**src/rtl/rxf_pkg.sv**
```systemverilog
package rxf_pkg;
    localparam int ADDR_BYTES = 6;
    localparam int ADDR_W     = ADDR_BYTES * 8;
    localparam int HASH_BITS  = 6;
    localparam int CTRL_W     = 6;
    localparam logic [31:0] CRC_POLY = 32'hEDB88320;

    // rule enable positions inside the control word
    localparam int EN_UC_ALL  = 0;
    localparam int EN_BC_ALL  = 1;
    localparam int EN_MC_ALL  = 2;
    localparam int EN_UC_HASH = 3;
    localparam int EN_MC_HASH = 4;
    localparam int EN_STATION = 5;

    typedef enum logic [1:0] {
        CLS_UNICAST   = 2'd0,
        CLS_MULTICAST = 2'd1,
        CLS_BROADCAST = 2'd2
    } addr_class_e;

    // one byte through a reflected CRC-32, LSB first
    function automatic logic [31:0] crc_byte(input logic [31:0] c_in, input logic [7:0] d);
        logic [31:0] c;
        c = c_in ^ {24'd0, d};
        for (int b = 0; b < 8; b++) begin
            c = c[0] ? ((c >> 1) ^ CRC_POLY) : (c >> 1);
        end
        return c;
    endfunction
endpackage

```
**src/rtl/rxf_capture.sv**
```systemverilog
module rxf_capture
    import rxf_pkg::*;
#(
    parameter int N_BYTES = ADDR_BYTES
) (
    input  logic                 clk,
    input  logic                 rst_n,
    input  logic                 in_valid,
    input  logic                 in_first,
    input  logic                 in_last,
    input  logic [7:0]           in_data,
    output logic                 take,
    output logic                 take_first,
    output logic [N_BYTES*8-1:0] addr,
    output logic                 done,
    output logic                 short_frame
);
    localparam int CNT_W = $clog2(N_BYTES + 1);
    localparam logic [CNT_W-1:0] LAST_IDX = CNT_W'(N_BYTES - 1);

    typedef struct packed {
        logic                 active;
        logic [CNT_W-1:0]     cnt;
        logic [N_BYTES*8-1:0] addr;
        logic                 done;
        logic                 short_f;
    } cap_t;

    cap_t s_d, s_q;
    logic [CNT_W-1:0] idx;

    always_comb begin
        s_d          = s_q;
        s_d.done     = 1'b0;
        s_d.short_f  = 1'b0;
        take         = in_valid && (in_first || s_q.active);
        take_first   = take && in_first;
        idx          = in_first ? '0 : s_q.cnt;
        if (take) begin
            s_d.addr[int'(idx)*8 +: 8] = in_data;
            s_d.cnt    = idx + 1'b1;
            s_d.active = 1'b1;
            if (idx == LAST_IDX) begin
                s_d.done   = 1'b1;
                s_d.active = 1'b0;
            end else if (in_last) begin
                s_d.short_f = 1'b1;
                s_d.active  = 1'b0;
            end
        end
    end

    always_ff @(posedge clk or negedge rst_n) begin
        if (!rst_n) s_q <= '0;
        else        s_q <= s_d;
    end

    assign addr        = s_q.addr;
    assign done        = s_q.done;
    assign short_frame = s_q.short_f;
endmodule

```
**src/rtl/rxf_crc_hash.sv**
```systemverilog
module rxf_crc_hash
    import rxf_pkg::*;
#(
    parameter int IDX_W = HASH_BITS
) (
    input  logic             clk,
    input  logic             rst_n,
    input  logic             take,
    input  logic             take_first,
    input  logic [7:0]       in_data,
    output logic [IDX_W-1:0] hash_idx
);
    typedef struct packed {
        logic [31:0] crc;
    } crc_t;

    crc_t c_d, c_q;

    always_comb begin
        c_d = c_q;
        if (take) c_d.crc = crc_byte(take_first ? 32'hFFFF_FFFF : c_q.crc, in_data);
    end

    always_ff @(posedge clk or negedge rst_n) begin
        if (!rst_n) c_q <= '{crc: 32'hFFFF_FFFF};
        else        c_q <= c_d;
    end

    assign hash_idx = c_q.crc[IDX_W-1:0];
endmodule

```
**src/rtl/rxf_decide.sv**
```systemverilog
module rxf_decide
    import rxf_pkg::*;
#(
    parameter int AW    = ADDR_W,
    parameter int IDX_W = HASH_BITS
) (
    input  logic              [AW-1:0] addr,
    input  logic              [AW-1:0] station,
    input  logic     [(1<<IDX_W)-1:0]  table_bits,
    input  logic           [IDX_W-1:0] idx,
    input  logic          [CTRL_W-1:0] ctrl,
    output addr_class_e                cls,
    output logic                       accept
);
    logic hit;
    logic [CTRL_W-1:0] rule;

    always_comb begin
        if (&addr)        cls = CLS_BROADCAST;
        else if (addr[0]) cls = CLS_MULTICAST;
        else              cls = CLS_UNICAST;
        hit = table_bits[idx];
    end

    // one match term per enable bit
    for (genvar g = 0; g < CTRL_W; g++) begin : g_rule
        if (g == EN_UC_ALL) begin : g_uc
            assign rule[g] = ctrl[g] && (cls == CLS_UNICAST);
        end else if (g == EN_BC_ALL) begin : g_bc
            assign rule[g] = ctrl[g] && (cls == CLS_BROADCAST);
        end else if (g == EN_MC_ALL) begin : g_mc
            assign rule[g] = ctrl[g] && (cls == CLS_MULTICAST);
        end else if (g == EN_UC_HASH) begin : g_uch
            assign rule[g] = ctrl[g] && (cls == CLS_UNICAST) && hit;
        end else if (g == EN_MC_HASH) begin : g_mch
            assign rule[g] = ctrl[g] && (cls == CLS_MULTICAST) && hit;
        end else begin : g_st
            assign rule[g] = ctrl[g] && (addr == station);
        end
    end

    assign accept = |rule;
endmodule

```
**src/rtl/rx_addr_filter.sv**
```systemverilog
module rx_addr_filter
    import rxf_pkg::*;
#(
    parameter int N_BYTES = ADDR_BYTES,
    parameter int IDX_W   = HASH_BITS
) (
    input  logic                   clk,
    input  logic                   rst_n,
    input  logic                   byte_valid,
    input  logic                   frame_start,
    input  logic                   frame_end,
    input  logic [7:0]             byte_data,
    input  logic [N_BYTES*8-1:0]   station_addr,
    input  logic [(1<<IDX_W)-1:0]  hash_table,
    input  logic [CTRL_W-1:0]      filt_ctrl,
    output logic                   verdict_valid,
    output logic                   verdict_accept
);
    localparam int AW = N_BYTES * 8;

    logic          take, take_first, cap_done, cap_short, rule_accept;
    logic [AW-1:0] cap_addr;
    logic [IDX_W-1:0] hash_idx;
    addr_class_e   cls;

    rxf_capture #(.N_BYTES(N_BYTES)) u_cap (
        .clk(clk), .rst_n(rst_n),
        .in_valid(byte_valid), .in_first(frame_start), .in_last(frame_end),
        .in_data(byte_data),
        .take(take), .take_first(take_first),
        .addr(cap_addr), .done(cap_done), .short_frame(cap_short)
    );

    rxf_crc_hash #(.IDX_W(IDX_W)) u_crc (
        .clk(clk), .rst_n(rst_n),
        .take(take), .take_first(take_first), .in_data(byte_data),
        .hash_idx(hash_idx)
    );

    rxf_decide #(.AW(AW), .IDX_W(IDX_W)) u_dec (
        .addr(cap_addr), .station(station_addr), .table_bits(hash_table),
        .idx(hash_idx), .ctrl(filt_ctrl), .cls(cls), .accept(rule_accept)
    );

    assign verdict_valid  = cap_done | cap_short;
    assign verdict_accept = cap_done & rule_accept;
endmodule

```
**config.mk**
```make
export PLATFORM = sky130hd
export DESIGN_NAME = rx_addr_filter
export DESIGN_NICKNAME = d
export VERILOG_FILES = /design/src/rtl/rxf_pkg.sv /design/src/rtl/rxf_capture.sv /design/src/rtl/rxf_crc_hash.sv /design/src/rtl/rxf_decide.sv /design/src/rtl/rx_addr_filter.sv
export SDC_FILE = /design/constraint.sdc
export NUM_CORES = 1
export LEC_CHECK = 0
export BUFFER_PORTS_ARGS = -buffer_cell sky130_fd_sc_hd__buf_2
export CAP_MARGIN = 20
export CORE_MARGIN = 4
export CORE_UTILIZATION = 38
export CTS_BUF_LIST = sky130_fd_sc_hd__clkbuf_8
export DETAILED_ROUTE_END_ITERATION = 10
export PLACE_DENSITY = 0.64
export SLEW_MARGIN = 15
export SYNTH_ARGS = -nofsm -noshare
export SYNTH_HDL_FRONTEND = slang
export SYNTH_SLANG_ARGS = --single-unit
```
**constraint.sdc**
```tcl
create_clock -name clk -period 3.2 [get_ports clk]
set_input_delay 0.64 -clock clk [delete_from_list [all_inputs] [get_ports clk]]
set_output_delay 0.64 -clock clk [all_outputs]
set_load 0.01 [all_outputs]
```
==> run summary <==
By area, the combinational part of the netlist is dominated by XOR/XNOR gates. Global routing used 18.3% of the available tracks across all layers. The maximum VDD drop is 411 uV.

The proportion of layout cells with a drive suffix above 1 is 40.3%. Setup repair after global routing could not meet its margin everywhere. The first routing iteration left 387 violations. The first global-routing pass estimated 24,200 microns of wire. Summed over all instances, the cell type with the most area after synthesis is dfrtp_1. In this run the vertical extent of the chip is 131 microns. The count of warnings emitted by yosys is 0. The share of Yosys cell area claimed by the top area cell type is 23.5%. The number of setup violations in the final report is 1.

The number of register bits inferred by synthesis is 86. The cell family with the largest share of critical-path delay is flip-flops. The post-synthesis compound-gate area fraction came out at 7.21%. In this run the static leakage power is 2.99 nW. The slack of the critical path is -0.222 ns. The worst-margin pin slew came out at 0.785 ns. The placed wire-length estimate is 12,000 microns. The number of instances in the synthesized netlist came out at 553.

Clock skew on the completed layout was measured at 0.00881 ns. The critical path startpoint category is a flop. The total overflow left after global routing is 0.

The simple-gate area share of the yosys netlist is 13.3%. The share of the yosys chip area belonging to registers came out at 38.2%. The sum of buffers and inverters on the critical path came out at 3. The startpoint-to-endpoint class of the critical path is reg -> out. The slowest cell on the critical path is dfstp_2. The max-capacitance violation count is 0. The post-synthesis async set-or-reset flop share came out at 100%. The worst-case headroom to the max-slew limit is 47.7%. The count of unique library cells instantiated by Yosys came out at 51.

The area growth from synthesis to layout is 21.0%. The pre-CTS worst setup slack came out at -0.0264 ns. The total vias in the final route came out at 4,565.

The root buffer cell chosen for the clock tree is clkbuf_8. In the post-synthesis netlist, the cell with the most instances is xnor2_1. Once detail routing completed, the nets flagged for antenna violations numbered 0.

Counting the buffers created by CTS gives 9. The per-cell via count in the routed design is 5.21. The final wirelength is 16,000 microns. The via count of the first global-routing pass came out at 4,690. The synthesized-area fraction occupied by xor and xnor cells is 22.3%. The final number of max-transition violations is 0. The final critical path takes up 107% of the cycle. The total clock sinks came out at 86. The required time of the worst setup path came out at 2.56 ns. The number of design rule violations left after detail routing is 0.

The aggregate negative setup slack is -0.222 ns. The fmax is 292 MHz. The total die area is 17,100 sq um. The largest net degree at the start of global routing is 87. After synthesis the cells add up to 5740 sq um.

The number of nets in the synthesized netlist is 688. The mux cell area share after synthesis came out at 13.9%. The share of synthesized cell area in full adder, half adder and majority cells came out at 0.872%. The total power is 6.53 mW. The count of buffers added on input and output ports is 132.

The initialized floorplan defines 44 standard-cell rows. The number of antenna violations at the first check in global routing came out at 1. The placeable core region came out at 14,600 sq um. The CTS clock-pin slew for the worst setup and hold paths is 0.09 ns.

TritonCTS built the clock tree. The net count reported at finish came out at 822. The largest fanout on the critical path is 8. The average cell area after synthesis is 10.4 sq um. The antenna diode count is 0. STA classifies the critical path endpoint as an output port.

The detailed-router iteration count before antenna repair came out at 5. The count of fill cells added during filler insertion is 1,362. The number of H-tree branching levels is 3. Clock latency on the worst-skew pair, taken at its later pin, is 0.36 ns.

The final-report hold violation count came out at 0. The arrival time at the worst endpoint came out at 2.78 ns. The detailed-route wire length per cell is 18.2 microns. Counting I/O delays and the setup requirement, the final critical path takes 3.42 ns. 133 I/O pins were placed.

The checks that failed: setup timing. The most used flip-flop cell after synthesis is dfrtp_1. Walking the worst path, the cells encountered are buf_12 -> mux4_2 -> a22oi_2 -> a31oi_1 -> nor4_2 -> buf_4 -> a21oi_1 -> o31a_1 -> buf_2.

The power density normalized to cell area is 939 nW/um^2. The flow ran to the end, but the final reports show violations. The class of the tightest hold or removal check is in -> async. The peak per-stage delay on the critical path came out at 0.60 ns. In the post-synthesis netlist, the biggest area contributors are dfrtp_1, dfstp_2, xnor2_1. Counting flops with a built-in enable in the synthesized netlist gives 0.

The final weighted congestion in routability-driven placement came out at 0.949. The overall die width came out at 131 microns. The number of buffers on the longest clock path came out at 2. The initial standard-cell utilization of the core is 39.2%.

The commonest cells after synthesis are xnor2_1, dfrtp_1, nand2_1, mux2_2, nor2_1.
[power by group]
group | leakage [nW] | internal, mW | switching (mW)
sequential | 0.999 | 1.67 | 0.432
clock | 0.0951 | 0.386 | 0.416
combinational | 1.89 | 1.96 | 1.66
[area by class of cell]
| cell class | instances | area, sq um | share of cell area (%) |
|---|---|---|---|
| multi-input combinational | 416 | 3350 | 48.2 |
| sequential | 86 | 2190 | 31.6 |
| timing repair buffer | 156 | 901 | 13.0 |
| tap | 184 | 230 | 3.31 |
| clock buffer | 10 | 138 | 1.98 |
| clock inverter | 6 | 70.1 | 1.01 |
| inverter | 18 | 67.6 | 0.973 |
[through the flow]
step | instances | cell area [sq um] | hold slack (ns) | utilization [%]
after floorplan | 553 | 5740 | 0.344 | -
after global placement | 855 | 6630 | 0.450 | 45.3
after detailed placement | 855 | 6630 | 0.452 | 45.3
after CTS | 875 | 6900 | 0.469 | 47.1
after global routing | 876 | 6950 | 0.363 | 47.4
final | 876 | 6950 | 0.311 | 47.4
[registers in the layout, indices dropped and copies added (netlist names)]
register           count
u_cap.done             1
u_cap.short_frame      1
u_cap.addr            48
u_cap.s_q              4
u_crc.c_q             32
[kinds of logic (layout without fill, tap and decap cells)]
group / Yosys count / in the layout
buffers and inverters: 51 / 190
adders and majority gates: 4 / 4
muxes: 55 / 55
xor gates and xnor gates: 127 / 127
DFF: 86 / 86
and+or+nand+nor: 158 / 158
AOI/OAI and AO/OA: 72 / 72
[cell usage in the layout, fill, tap and decap left out, types with 4 or more instances in the layout]
cell type,synthesis,final
inv_1,18,18
clkbuf_8,0,10
dfrtp_1,54,54
nand4_1,21,21
dfstp_2,32,32
xnor2_2,5,5
nor2_1,37,37
buf_4,0,19
nand2_1,49,49
nand2b_1,7,7
nand3_1,15,15
ha_1,4,4
o21ai_1,17,16
o21ai_0,30,30
buf_12,0,4
nor2b_1,4,4
xor2_1,33,33
buf_2,13,131
mux4_2,16,16
nor4_1,9,8
xnor2_1,81,81
a21oi_1,8,8
mux2_2,37,37
[per-layer routing]
| metal | up-vias | global-route usage [%] | part of all wire [%] | wire length (microns) |
|---|---|---|---|---|
| li1 | 2164 | - | - | - |
| met1 | 2229 | 24.5 | 44 | 6990 |
| met2 | 134 | 28.8 | 48 | 7730 |
| met3 | 36 | 3.86 | 4.8 | 773 |
| met4 | 2 | 7.50 | 2.9 | 467 |
| met5 | - | 0 | 0.044 | 7 |
[final timing paths]
check | from | cells after the start | end | slack, ns
max in group asynchronous | rst_n | 1 | u_cap.s_q[53] | 2.34
max | u_crc.c_q[0] | 9 | verdict_accept | -0.22
min | rst_n | 1 | u_cap.addr[31] | 0.31
max reg2reg | u_crc.c_q[1] | 7 | u_crc.c_q[20] | 0.63
min reg2reg | u_crc.c_q[26] | 2 | u_crc.c_q[26] | 0.47
min in group clk | u_crc.c_q[26] | 2 | u_crc.c_q[26] | 0.47
[repair_timing]
item / 4_1_cts / 5_1_grt
endpoints found under the hold margin: 0 / 0
pin swaps: 1 / 4
setup buffers: 4 / 1
setup endpoints to repair: 1 / 1
hold buffers: 0 / 0
resized for setup: 2 / 4
(Power assumes the default switching activity.)
